### config.mk
export PLATFORM = sky130hd
export DESIGN_NAME = sc_core
export DESIGN_NICKNAME = d
export VERILOG_FILES = /design/src/rtl/sc_core_pkg.sv /design/src/rtl/sc_pc_unit.sv /design/src/rtl/sc_decoder.sv /design/src/rtl/sc_regfile.sv /design/src/rtl/sc_alu.sv /design/src/rtl/sc_core.sv
export SDC_FILE = /design/constraint.sdc
export NUM_CORES = 1
export LEC_CHECK = 0
export ABC_AREA = 0
export CORE_ASPECT_RATIO = 1.75
export CORE_MARGIN = 2
export CORE_UTILIZATION = 38
export DETAILED_ROUTE_END_ITERATION = 6
export PLACE_DENSITY = 0.62
export SETUP_SLACK_MARGIN = 0.5
export SYNTH_ARGS = -nofsm -noshare
export SYNTH_HDL_FRONTEND = slang
export SYNTH_SLANG_ARGS = --single-unit
### constraint.sdc
create_clock -name clk -period 6.8 [get_ports clk]
set_input_delay 0.68 -clock clk [delete_from_list [all_inputs] [get_ports clk]]
set_output_delay 0.68 -clock clk [all_outputs]
set_load 0.05 [all_outputs]
### src/rtl/sc_core_pkg.sv
package sc_core_pkg;

  localparam int INSN_W = 32;

  localparam logic [5:0] OPC_RTYPE = 6'h00;
  localparam logic [5:0] OPC_SLTI  = 6'h0A;
  localparam logic [5:0] OPC_LW    = 6'h23;
  localparam logic [5:0] OPC_SW    = 6'h2B;
  localparam logic [5:0] FN_ADD    = 6'h20;

  typedef enum logic {
    ALU_ADD = 1'b0,
    ALU_SLT = 1'b1
  } alu_op_e;

  // datapath steering produced by the decoder
  typedef struct packed {
    logic    rf_we;    // commit a result to the register file
    logic    dm_we;    // strobe data memory
    logic    opb_imm;  // ALU operand B from immediate
    logic    wb_mem;   // write-back from memory instead of ALU
    logic    dst_rd;   // destination from rd field instead of rt
    alu_op_e alu_op;
  } ctrl_t;

endpackage

### src/rtl/sc_pc_unit.sv
module sc_pc_unit #(
  parameter int          W        = 32,
  parameter logic [31:0] RESET_PC = 32'h0,
  parameter int          STEP     = 4
) (
  input  logic         clk,
  input  logic         rst_n,
  input  logic         adv_en,
  output logic [W-1:0] pc_q
);

  logic [W-1:0] pc_d;

  always_comb begin
    pc_d = pc_q;
    if (adv_en) pc_d = pc_q + W'(STEP);
  end

  always_ff @(posedge clk or negedge rst_n) begin
    if (!rst_n) pc_q <= W'(RESET_PC);
    else        pc_q <= pc_d;
  end

  // one fetch step per cycle out of reset
  a_r2_pc_step: assert property (@(posedge clk) disable iff (!rst_n)
    adv_en |=> pc_q == $past(pc_q) + W'(STEP));

endmodule

### src/rtl/sc_decoder.sv
module sc_decoder
  import sc_core_pkg::*;
#(
  parameter int W = 32
) (
  input  logic [INSN_W-1:0] insn,
  output ctrl_t             ctl,
  output logic [4:0]        rs_f,
  output logic [4:0]        rt_f,
  output logic [4:0]        rd_f,
  output logic [W-1:0]      imm_ext
);

  logic [5:0]  opc;
  logic [4:0]  shamt;
  logic [5:0]  funct;
  logic [15:0] imm16;

  always_comb begin
    opc   = insn[31:26];
    rs_f  = insn[25:21];
    rt_f  = insn[20:16];
    rd_f  = insn[15:11];
    shamt = insn[10:6];
    funct = insn[5:0];
    imm16 = insn[15:0];
  end

  // sign extension of the 16-bit field
  always_comb imm_ext = {{(W-16){imm16[15]}}, imm16};

  always_comb begin
    ctl = '{rf_we: 1'b0, dm_we: 1'b0, opb_imm: 1'b0, wb_mem: 1'b0,
            dst_rd: 1'b0, alu_op: ALU_ADD};
    unique case (opc)
      OPC_RTYPE: begin
        if (funct == FN_ADD && shamt == 5'd0) begin
          ctl.rf_we  = 1'b1;
          ctl.dst_rd = 1'b1;
        end
      end
      OPC_SLTI: begin
        ctl.rf_we   = 1'b1;
        ctl.opb_imm = 1'b1;
        ctl.alu_op  = ALU_SLT;
      end
      OPC_LW: begin
        ctl.rf_we   = 1'b1;
        ctl.opb_imm = 1'b1;
        ctl.wb_mem  = 1'b1;
      end
      OPC_SW: begin
        ctl.dm_we   = 1'b1;
        ctl.opb_imm = 1'b1;
      end
      default: ;
    endcase
  end

endmodule

### src/rtl/sc_regfile.sv
module sc_regfile #(
  parameter int W    = 32,
  parameter int NREG = 32,
  localparam int AW  = $clog2(NREG)
) (
  input  logic          clk,
  input  logic [AW-1:0] ra_a,
  input  logic [AW-1:0] ra_b,
  output logic [W-1:0]  rd_a,
  output logic [W-1:0]  rd_b,
  input  logic          we,
  input  logic [AW-1:0] wa,
  input  logic [W-1:0]  wd
);

  logic [W-1:0] regs_q [NREG];
  logic         wr_en;

  // entry 0 is never written
  always_comb wr_en = we && (wa != '0);

  always_ff @(posedge clk) begin
    if (wr_en) regs_q[wa] <= wd;
  end

  always_comb begin
    rd_a = (ra_a == '0) ? '0 : regs_q[ra_a];
    rd_b = (ra_b == '0) ? '0 : regs_q[ra_b];
  end

endmodule

### src/rtl/sc_alu.sv
module sc_alu
  import sc_core_pkg::*;
#(
  parameter int W = 32
) (
  input  alu_op_e      op,
  input  logic [W-1:0] a,
  input  logic [W-1:0] b,
  output logic [W-1:0] y
);

  logic [W-1:0] sum;
  logic         lt;

  always_comb begin
    sum = a + b;                          // modulo 2^W
    lt  = $signed(a) < $signed(b);        // signed compare
    unique case (op)
      ALU_ADD: y = sum;
      ALU_SLT: y = {{(W-1){1'b0}}, lt};
      default: y = sum;
    endcase
  end

endmodule

### src/rtl/sc_core.sv
module sc_core
  import sc_core_pkg::*;
#(
  parameter int          XLEN     = 32,
  parameter int          NREG     = 32,
  parameter logic [31:0] RESET_PC = 32'h0
) (
  input  logic            clk,
  input  logic            rst_n,
  output logic [XLEN-1:0] imem_addr,
  input  logic [31:0]     imem_rdata,
  output logic [XLEN-1:0] dmem_addr,
  output logic [XLEN-1:0] dmem_wdata,
  output logic            dmem_we,
  input  logic [XLEN-1:0] dmem_rdata
);

  localparam int AW       = $clog2(NREG);
  localparam int PC_STEP  = INSN_W / 8;

  ctrl_t           ctl;
  logic [4:0]      rs_f, rt_f, rd_f;
  logic [XLEN-1:0] imm_ext;
  logic [XLEN-1:0] rs_val, rt_val;
  logic [XLEN-1:0] opb, alu_y, wb_data;
  logic [AW-1:0]   wa;
  logic            rf_we;
  logic [XLEN-1:0] pc_q;

  // fetch
  sc_pc_unit #(.W(XLEN), .RESET_PC(RESET_PC), .STEP(PC_STEP)) u_pc (
    .clk    (clk),
    .rst_n  (rst_n),
    .adv_en (1'b1),
    .pc_q   (pc_q)
  );

  always_comb imem_addr = pc_q;

  // decode
  sc_decoder #(.W(XLEN)) u_dec (
    .insn    (imem_rdata),
    .ctl     (ctl),
    .rs_f    (rs_f),
    .rt_f    (rt_f),
    .rd_f    (rd_f),
    .imm_ext (imm_ext)
  );

  // register read / write-back
  always_comb begin
    wa      = ctl.dst_rd ? rd_f[AW-1:0] : rt_f[AW-1:0];
    wb_data = ctl.wb_mem ? dmem_rdata : alu_y;
    rf_we   = ctl.rf_we & rst_n;
  end

  sc_regfile #(.W(XLEN), .NREG(NREG)) u_rf (
    .clk  (clk),
    .ra_a (rs_f[AW-1:0]),
    .ra_b (rt_f[AW-1:0]),
    .rd_a (rs_val),
    .rd_b (rt_val),
    .we   (rf_we),
    .wa   (wa),
    .wd   (wb_data)
  );

  // execute
  always_comb opb = ctl.opb_imm ? imm_ext : rt_val;

  sc_alu #(.W(XLEN)) u_alu (
    .op (ctl.alu_op),
    .a  (rs_val),
    .b  (opb),
    .y  (alu_y)
  );

  // memory
  always_comb begin
    dmem_addr  = alu_y;
    dmem_wdata = rt_val;
    dmem_we    = ctl.dm_we & rst_n;
  end

  // a store never commits to the register file
  a_r6_store_no_rf_write: assert property (@(posedge clk) disable iff (!rst_n)
    dmem_we |-> !rf_we);

  // the compare path writes back a single bit
  a_r4_slt_bool: assert property (@(posedge clk) disable iff (!rst_n)
    (imem_rdata[31:26] == OPC_SLTI) |-> (wb_data[XLEN-1:1] == '0 && !dmem_we));

  // register add leaves data memory alone
  a_r3_add_no_mem: assert property (@(posedge clk) disable iff (!rst_n)
    (imem_rdata[31:26] == OPC_RTYPE) |-> !dmem_we);

  // unrecognised opcodes are silent
  a_r8_unknown_quiet: assert property (@(posedge clk) disable iff (!rst_n)
    (imem_rdata[31:26] != OPC_RTYPE && imem_rdata[31:26] != OPC_SLTI &&
     imem_rdata[31:26] != OPC_LW && imem_rdata[31:26] != OPC_SW)
    |-> (!dmem_we && !rf_we));

  // a load reads through to the register file
  a_r5_load_wb: assert property (@(posedge clk) disable iff (!rst_n)
    (imem_rdata[31:26] == OPC_LW && imem_rdata[20:16] != 5'd0)
    |-> (rf_we && wb_data == dmem_rdata && !dmem_we));

endmodule

==> flow_summary.json, run 1 <==
{
  "vias": 30825,
  "hold_viol_final": 0,
  "synth_ff_type": "edfxtp_1",
  "cp.arrival_ns": 5.48,
  "vdd_drop_max_mv": 0.393,
  "yosysMostFrequentCell": "edfxtp_1",
  "synth_cell_types": 67,
  "die_w_um": 283,
  "drtAntennaViolNets": 0,
  "drc": 0,
  "endpoint_kind": "output pin",
  "switching_share": 0.305,
  "grt_usage": 0.249,
  "gr-total-overflow": 0,
  "syn-mean-instance-area_um2": 19.4,
  "tightest_slew_ns": 1.36,
  "startpoint_type": "primary input",
  "viasPerCell": 6.24,
  "power_density_nw_per_um2": 305,
  "synth_cells": 2666,
  "synth_top_area_share": 0.594,
  "die_y_um": 492,
  "cts_sinks": 1054,
  "dpl-instance-area_um2": 58200,
  "slew_headroom": 0.0957,
  "slew_violations": 0,
  "dp_hpwl_mm": 108,
  "worstPathRequired_ns": 6.12,
  "max_cap_viol_count": 0,
  "yosys_warnings": 0,
  "cts_max_level": 3,
  "fmax_ghz": 0.162,
  "place_ws_ns": 0.0651,
  "p_int_uw": 13100,
  "rsz0062_at_grt": "yes",
  "syn2layout_area_growth_pct": 19.6,
  "grt_pass1_vias": 32196,
  "fp-row-count": 179,
  "setup_ws_ns": 0.644,
  "cts_tree": "built",
  "ys_seq_area_frac": 0.609,
  "final_area_um2": 61900,
  "cts_root_buf": "clkbuf_16",
  "port_buffers": 160,
  "synth.top_cells.by_area": "edfxtp_1 59%, mux4_2 28%, ha_1 1.6%, dfrtp_1 1.5%, nor2_1 1.2%",
  "firstDrtPassIters": 6,
  "drtIter0Drc": 3431,
  "fin_nets": 3177,
  "p_sw_uw": 5760,
  "antenna_found_initial": 1,
  "share_seq_of_total_power": 0.443,
  "p_leak_uw": 0.0202,
  "wl_per_cell_um": 34.8,
  "path_clk_slew_ns": 0.07,
  "cts.path.max_buffers": 3,
  "skew_ns": 0.0667,
  "syn_area_um2": 51700,
  "setup-tns-final_ns": 0,
  "final_layout_size_suffix_gt1_frac": 0.393,
  "period_share": 0.905,
  "cts_made_buffers": 98,
  "crit_fanout": 57,
  "synth_edf_count": 1024,
  "power_frac_comb": 0.258,
  "synth_seq_cells": 1054,
  "hold_path_class": "in -> async",
  "final_core_util": 0.457,
  "worstSetupPathType": "in -> out",
  "synth_area_leader_cell": "edfxtp_1",
  "io_pins": 163,
  "grt_max_degree": 58,
  "ys_async_sr_fraction": 0.0285,
  "clock_latency_ns": 0.73,
  "gp_congestion": 0.952,
  "status": "finished clean",
  "fin_crit_ns": 6.16,
  "grt_pass1_wl_mm": 241,
  "die_area_um2": 139000,
  "initial_utilization": 0.382,
  "coreArea_um2": 135000,
  "routed_wl_mm": 172,
  "synth_common_cells": "1024 x edfxtp_1, 640 x mux4_2, 172 x nor2_1, 101 x clkbuf_1, 67 x ha_1",
  "clkPwrFrac": 0.299,
  "cts_hold_buf": 0,
  "finalSetupViolations": 0
}
==> flip-flops by register name, indices dropped and copies added, names as in the netlist <==
name         cells
u_pc.pc_q       30
u_rf.regs_q   1024
==> area by class of cell <==
cell class	instances	area, um2
inverters	61	229
well taps	1810	2260
diodes	2	5.00
clock inverters	72	712
flip-flops and latches	1054	31500
repair buffers	433	4630
multi-input cells	1395	20000
fillers	11324	73600
clock buffers	109	2510
==> routing by layer <==
| layer | up-vias | share of wire | track usage |
|---|---|---|---|
| li1 | 12072 | - | - |
| met1 | 16570 | 0.35 | 0.304 |
| met2 | 1776 | 0.50 | 0.418 |
| met3 | 407 | 0.076 | 0.0357 |
| met4 | 0 | 0.068 | 0.146 |
| met5 | - | 0 | 0 |
==> worst paths after layout <==
kind	endpoint	start	slack [ns]	depth (start not counted)
max in group asynchronous	u_pc.pc_q[5]	rst_n	6.14	1
worst max register to register	u_rf.regs_q[9][20]	u_rf.regs_q[15][0]	1.31	19
worst max-delay path	dmem_addr[27]	imem_rdata[22]	0.64	18
worst min-delay path	u_pc.pc_q[13]	rst_n	0.09	1
worst min register to register	u_pc.pc_q[27]	u_pc.pc_q[27]	0.49	1
min in group clk	u_pc.pc_q[27]	u_pc.pc_q[27]	0.49	1
==> critical path, cell delays in order <==
cell and delay, ns:
buf_12 0.37, buf_12 0.30, mux4_2 0.35, mux4_2 0.47, mux2i_1 0.37, nor2_1 0.13
ha_1 0.40, nor2b_1 0.07, o21ai_1 0.20, nand2_1 0.14, buf_4 0.17, o2111ai_1 0.39
nand3_1 0.23, nand2_1 0.18, o21ai_0 0.16, xnor2_1 0.45, nor2_1 0.14, buf_12 0.21
==> through the flow <==
stage                     hold slack, ns  cells  total power (uW)
after floorplan                    0.384   2699             11000
after global placement             0.461   4743             13200
after detailed placement           0.482   4743             13300
after CTS                         0.0550   4926             18900
after global routing               0.117   4935             19400
final                             0.0911   4936             18900
==> what timing repair did <==
action,CTS,global route
endpoints found under the hold margin,0,0
cloned,1,3
setup endpoints to repair,18,16
pin swaps,1,6
resized for setup,13,31
buffers inserted,1,5
==> power groups by stage <==
stage | clock network (uW) | registers [uW] | logic [uW]
6_report | 5640 | 8350 | 4870
5_1_grt | 5940 | 8360 | 5150
4_1_cts | 5720 | 8350 | 4810
3_5_place_dp | 0 | 8490 | 4770
3_3_place_gp | 0 | 8490 | 4670
2_1_floorplan | 0 | 8530 | 2450
==> placed cells by master (no fill, tap or decap), types with 12 or more instances in the layout <==
cell type        instances
o21a_1                  19
nand4_1                 12
nor2_1                 138
ha_1                    66
o21ai_0                 13
buf_12                  71
inv_1                   47
clkbuf_16              102
clkdlybuf4s50_1        120
clkinvlp_4              14
nand2_1                 61
clkinv_1                14
nand3_1                 21
edfxtp_1              1024
conb_1                  34
xnor2_1                 38
clkinv_2                16
inv_2                   14
o31ai_4                 14
nor3_1                  29
buf_4                  228
nor2_4                  34
a21oi_1                 49
dfrtp_1                 30
mux2i_1                 58
mux4_2                 640
==> cells by family (layout without fill, tap and decap cells) <==
family	Yosys count	count (layout)	share of synthesized area
adders and majority gates	68	68	0.0166
xor gates and xnor gates	57	57	0.00965
DFF	1054	1054	0.609
AOI/OAI and AO/OA	177	177	0.0228
muxes	708	708	0.292
and+or+nand+nor	351	351	0.0305
buffers and inverters	250	675	0.0194
other	1	36	0.0000725
(Power assumes the default switching activity.)
==> run 2: changes to the inputs <==
==> constraint.sdc (replaced) <==
create_clock -name clk -period 6.36 [get_ports clk]
set_input_delay 0.636 -clock clk [delete_from_list [all_inputs] [get_ports clk]]
set_output_delay 0.636 -clock clk [all_outputs]
set_load 0.05 [all_outputs]
==> run 2 against run 1 <==
Compared with the run above: die area is the same; critical endpoint is now dmem_addr[22]; critical path type is now reg -> out; sequential share of layout area shrank 0.95 points; routed wire length grew 0.74%; flip-flop and latch count is the same.
==> flow_summary.json, run 2 (synthesis gave the netlist of run 1 again) <==
{
  "layout_common_cells": "1024 x edfxtp_1, 640 x mux4_2, 254 x buf_4",
  "crit_fanout": 3,
  "crit_path_cell_trace": "mux4_2 > mux4_2 > mux2i_2 > nor2_2 > mux2_4 > ha_4 > inv_1 > fa_1 > o21bai_2 > a211oi_2 > nor3_2 > nor3_2 > nor2b_2 > o21ai_1 > xnor2_1 > nor2_1 > buf_12",
  "slew_violations": 0,
  "startpoint_type": "flop",
  "viasPerCell": 6.25,
  "cts_root_buf": "clkbuf_16",
  "initial_utilization": 0.382,
  "worstPathRequired_ns": 5.72,
  "path_clk_slew_ns": 0.06,
  "clock_latency_ns": 0.73,
  "dpl-instance-area_um2": 58400,
  "wl_per_cell_um": 34.7,
  "final_layout_size_suffix_gt1_frac": 0.420,
  "port_buffers": 160,
  "largest_register_ffs": 1024,
  "antenna_found_initial": 4,
  "slowest_delay_ns": 0.49,
  "gp_congestion": 0.918,
  "die_w_um": 283,
  "fp-row-count": 179,
  "grt_pass1_wl_mm": 242,
  "largestRegisters": "u_rf.regs_q x1024, u_pc.pc_q x30",
  "power_density_nw_per_um2": 323,
  "worstSetupPathType": "reg -> out",
  "coreArea_um2": 135000,
  "vias": 31221,
  "setup_ws_ns": 0.506,
  "top_register": "u_rf.regs_q",
  "cp.arrival_ns": 5.22,
  "skew_ns": 0.0390,
  "hold_path_class": "reg -> reg",
  "rsz0062_at_grt": "yes",
  "gr-total-overflow": 0,
  "slew_headroom": 0.135,
  "fin_crit_ns": 5.85,
  "cts_sinks": 1054,
  "period_share": 0.920,
  "die_y_um": 492,
  "cts.path.max_buffers": 3,
  "firstDrtPassIters": 5,
  "syn2layout_area_growth_pct": 21.9,
  "max_cap_viol_count": 0,
  "drtIter0Drc": 3588,
  "drtAntennaViolNets": 0,
  "place_ws_ns": -0.158,
  "status": "finished clean",
  "grt_usage": 0.249,
  "final_core_util": 0.465,
  "endpoint_kind": "output pin",
  "cts_tree": "built",
  "p_leak_uw": 0.0207,
  "fmax_ghz": 0.171,
  "finalSetupViolations": 0,
  "grt_pass1_vias": 32548,
  "vdd_drop_max_mv": 0.302,
  "grt_max_degree": 53,
  "io_pins": 163,
  "final_area_um2": 63000,
  "hold_viol_final": 0,
  "dp_hpwl_mm": 106,
  "drc": 0,
  "die_area_um2": 139000,
  "final_common_cell": "edfxtp_1",
  "fin_nets": 3232,
  "routed_wl_mm": 173,
  "cts_made_buffers": 100,
  "cts_max_level": 3,
  "crit_slowest_cell": "mux4_2",
  "tightest_slew_ns": 1.30
}
==> run 2: cell count changes in the layout (fill, tap and decap cells not counted), sizes merged <==
cell,previous run,this run
dlygate4sd3,0,1
bufbuf,1,8
diode,2,1
clkinvlp,15,6
buf,309,354
bufinv,8,10
clkbuf,112,115
clkinv,37,50
clkdlybuf4s50,120,121
inv,73,67
==> run 2: per-layer routing <==
layer	wire [um]	track usage	vias to the layer above
li1	-	-	12188
met1	61300	0.305	16709
met2	87500	0.422	1881
met3	13500	0.0408	441
met4	10900	0.133	2
met5	13	0	-
==> run 2: worst max-delay path: cells and delay by family, from the launching register on <==
kind | cells | cell delay (ns)
DFF | 1 | 0.42
xor gates and xnor gates | 1 | 0.17
adders and majority gates | 2 | 0.41
AOI/OAI and AO/OA | 3 | 0.54
buffers and inverters | 2 | 0.28
muxes | 4 | 1.45
and+or+nand+nor | 5 | 1.24
==> run 2: path summary, 6_finish.rpt <==
check                      slack [ns]  cells after the start                  to          startpoint
max                              0.51                     17       dmem_addr[22]  u_rf.regs_q[24][0]
min                              0.47                      1       u_pc.pc_q[31]       u_pc.pc_q[31]
max reg2reg                      0.99                     20  u_rf.regs_q[4][20]  u_rf.regs_q[24][0]
min reg2reg                      0.47                      1       u_pc.pc_q[31]       u_pc.pc_q[31]
max in group asynchronous        5.47                      3       u_pc.pc_q[31]               rst_n
min in group asynchronous        0.51                      3       u_pc.pc_q[13]               rst_n
==> run 2: report_power, final <==
part / total (uW) / internal [uW] / leakage [uW] / switching [uW]
clock: 6080 / 3340 / 0.00160 / 2740
sequential: 8940 / 8910 / 0.00964 / 39.0
combinational: 5340 / 1990 / 0.00943 / 3350
total: 20400 / 14200 / 0.0207 / 6130
==> run 2: final cells by class <==
class                      count  area, um2
fill                       11292      72500
sequential                  1054      31500
multi-input combinational   1395      20400
timing repair buffer         486       5370
clock buffer                 113       2570
tap                         1810       2260
clock inverter                72        718
inverter                      61        229
antenna                        1       2.50
==> run 2: metrics by stage <==
step           power [uW]  hold slack (ns)  setup TNS, ns  std cells
2_1_floorplan       11700            0.340              0       2699
3_3_place_gp        14000            0.466          -5.21       4760
3_5_place_dp        14100            0.466          -6.09       4760
4_1_cts             20300            0.475              0       4972
5_1_grt             21000            0.506              0       4992
6_report            20400            0.468              0       4992
==> run 2: repair_timing <==
item / in CTS / in global routing
hold endpoints to repair: 30 / 0
hold buffers: 1 / 0
endpoints found under the setup margin: 19 / 19
gates resized for setup: 61 / 89
pin swaps: 11 / 27
cloned: 10 / 2
buffers inserted: 16 / 17
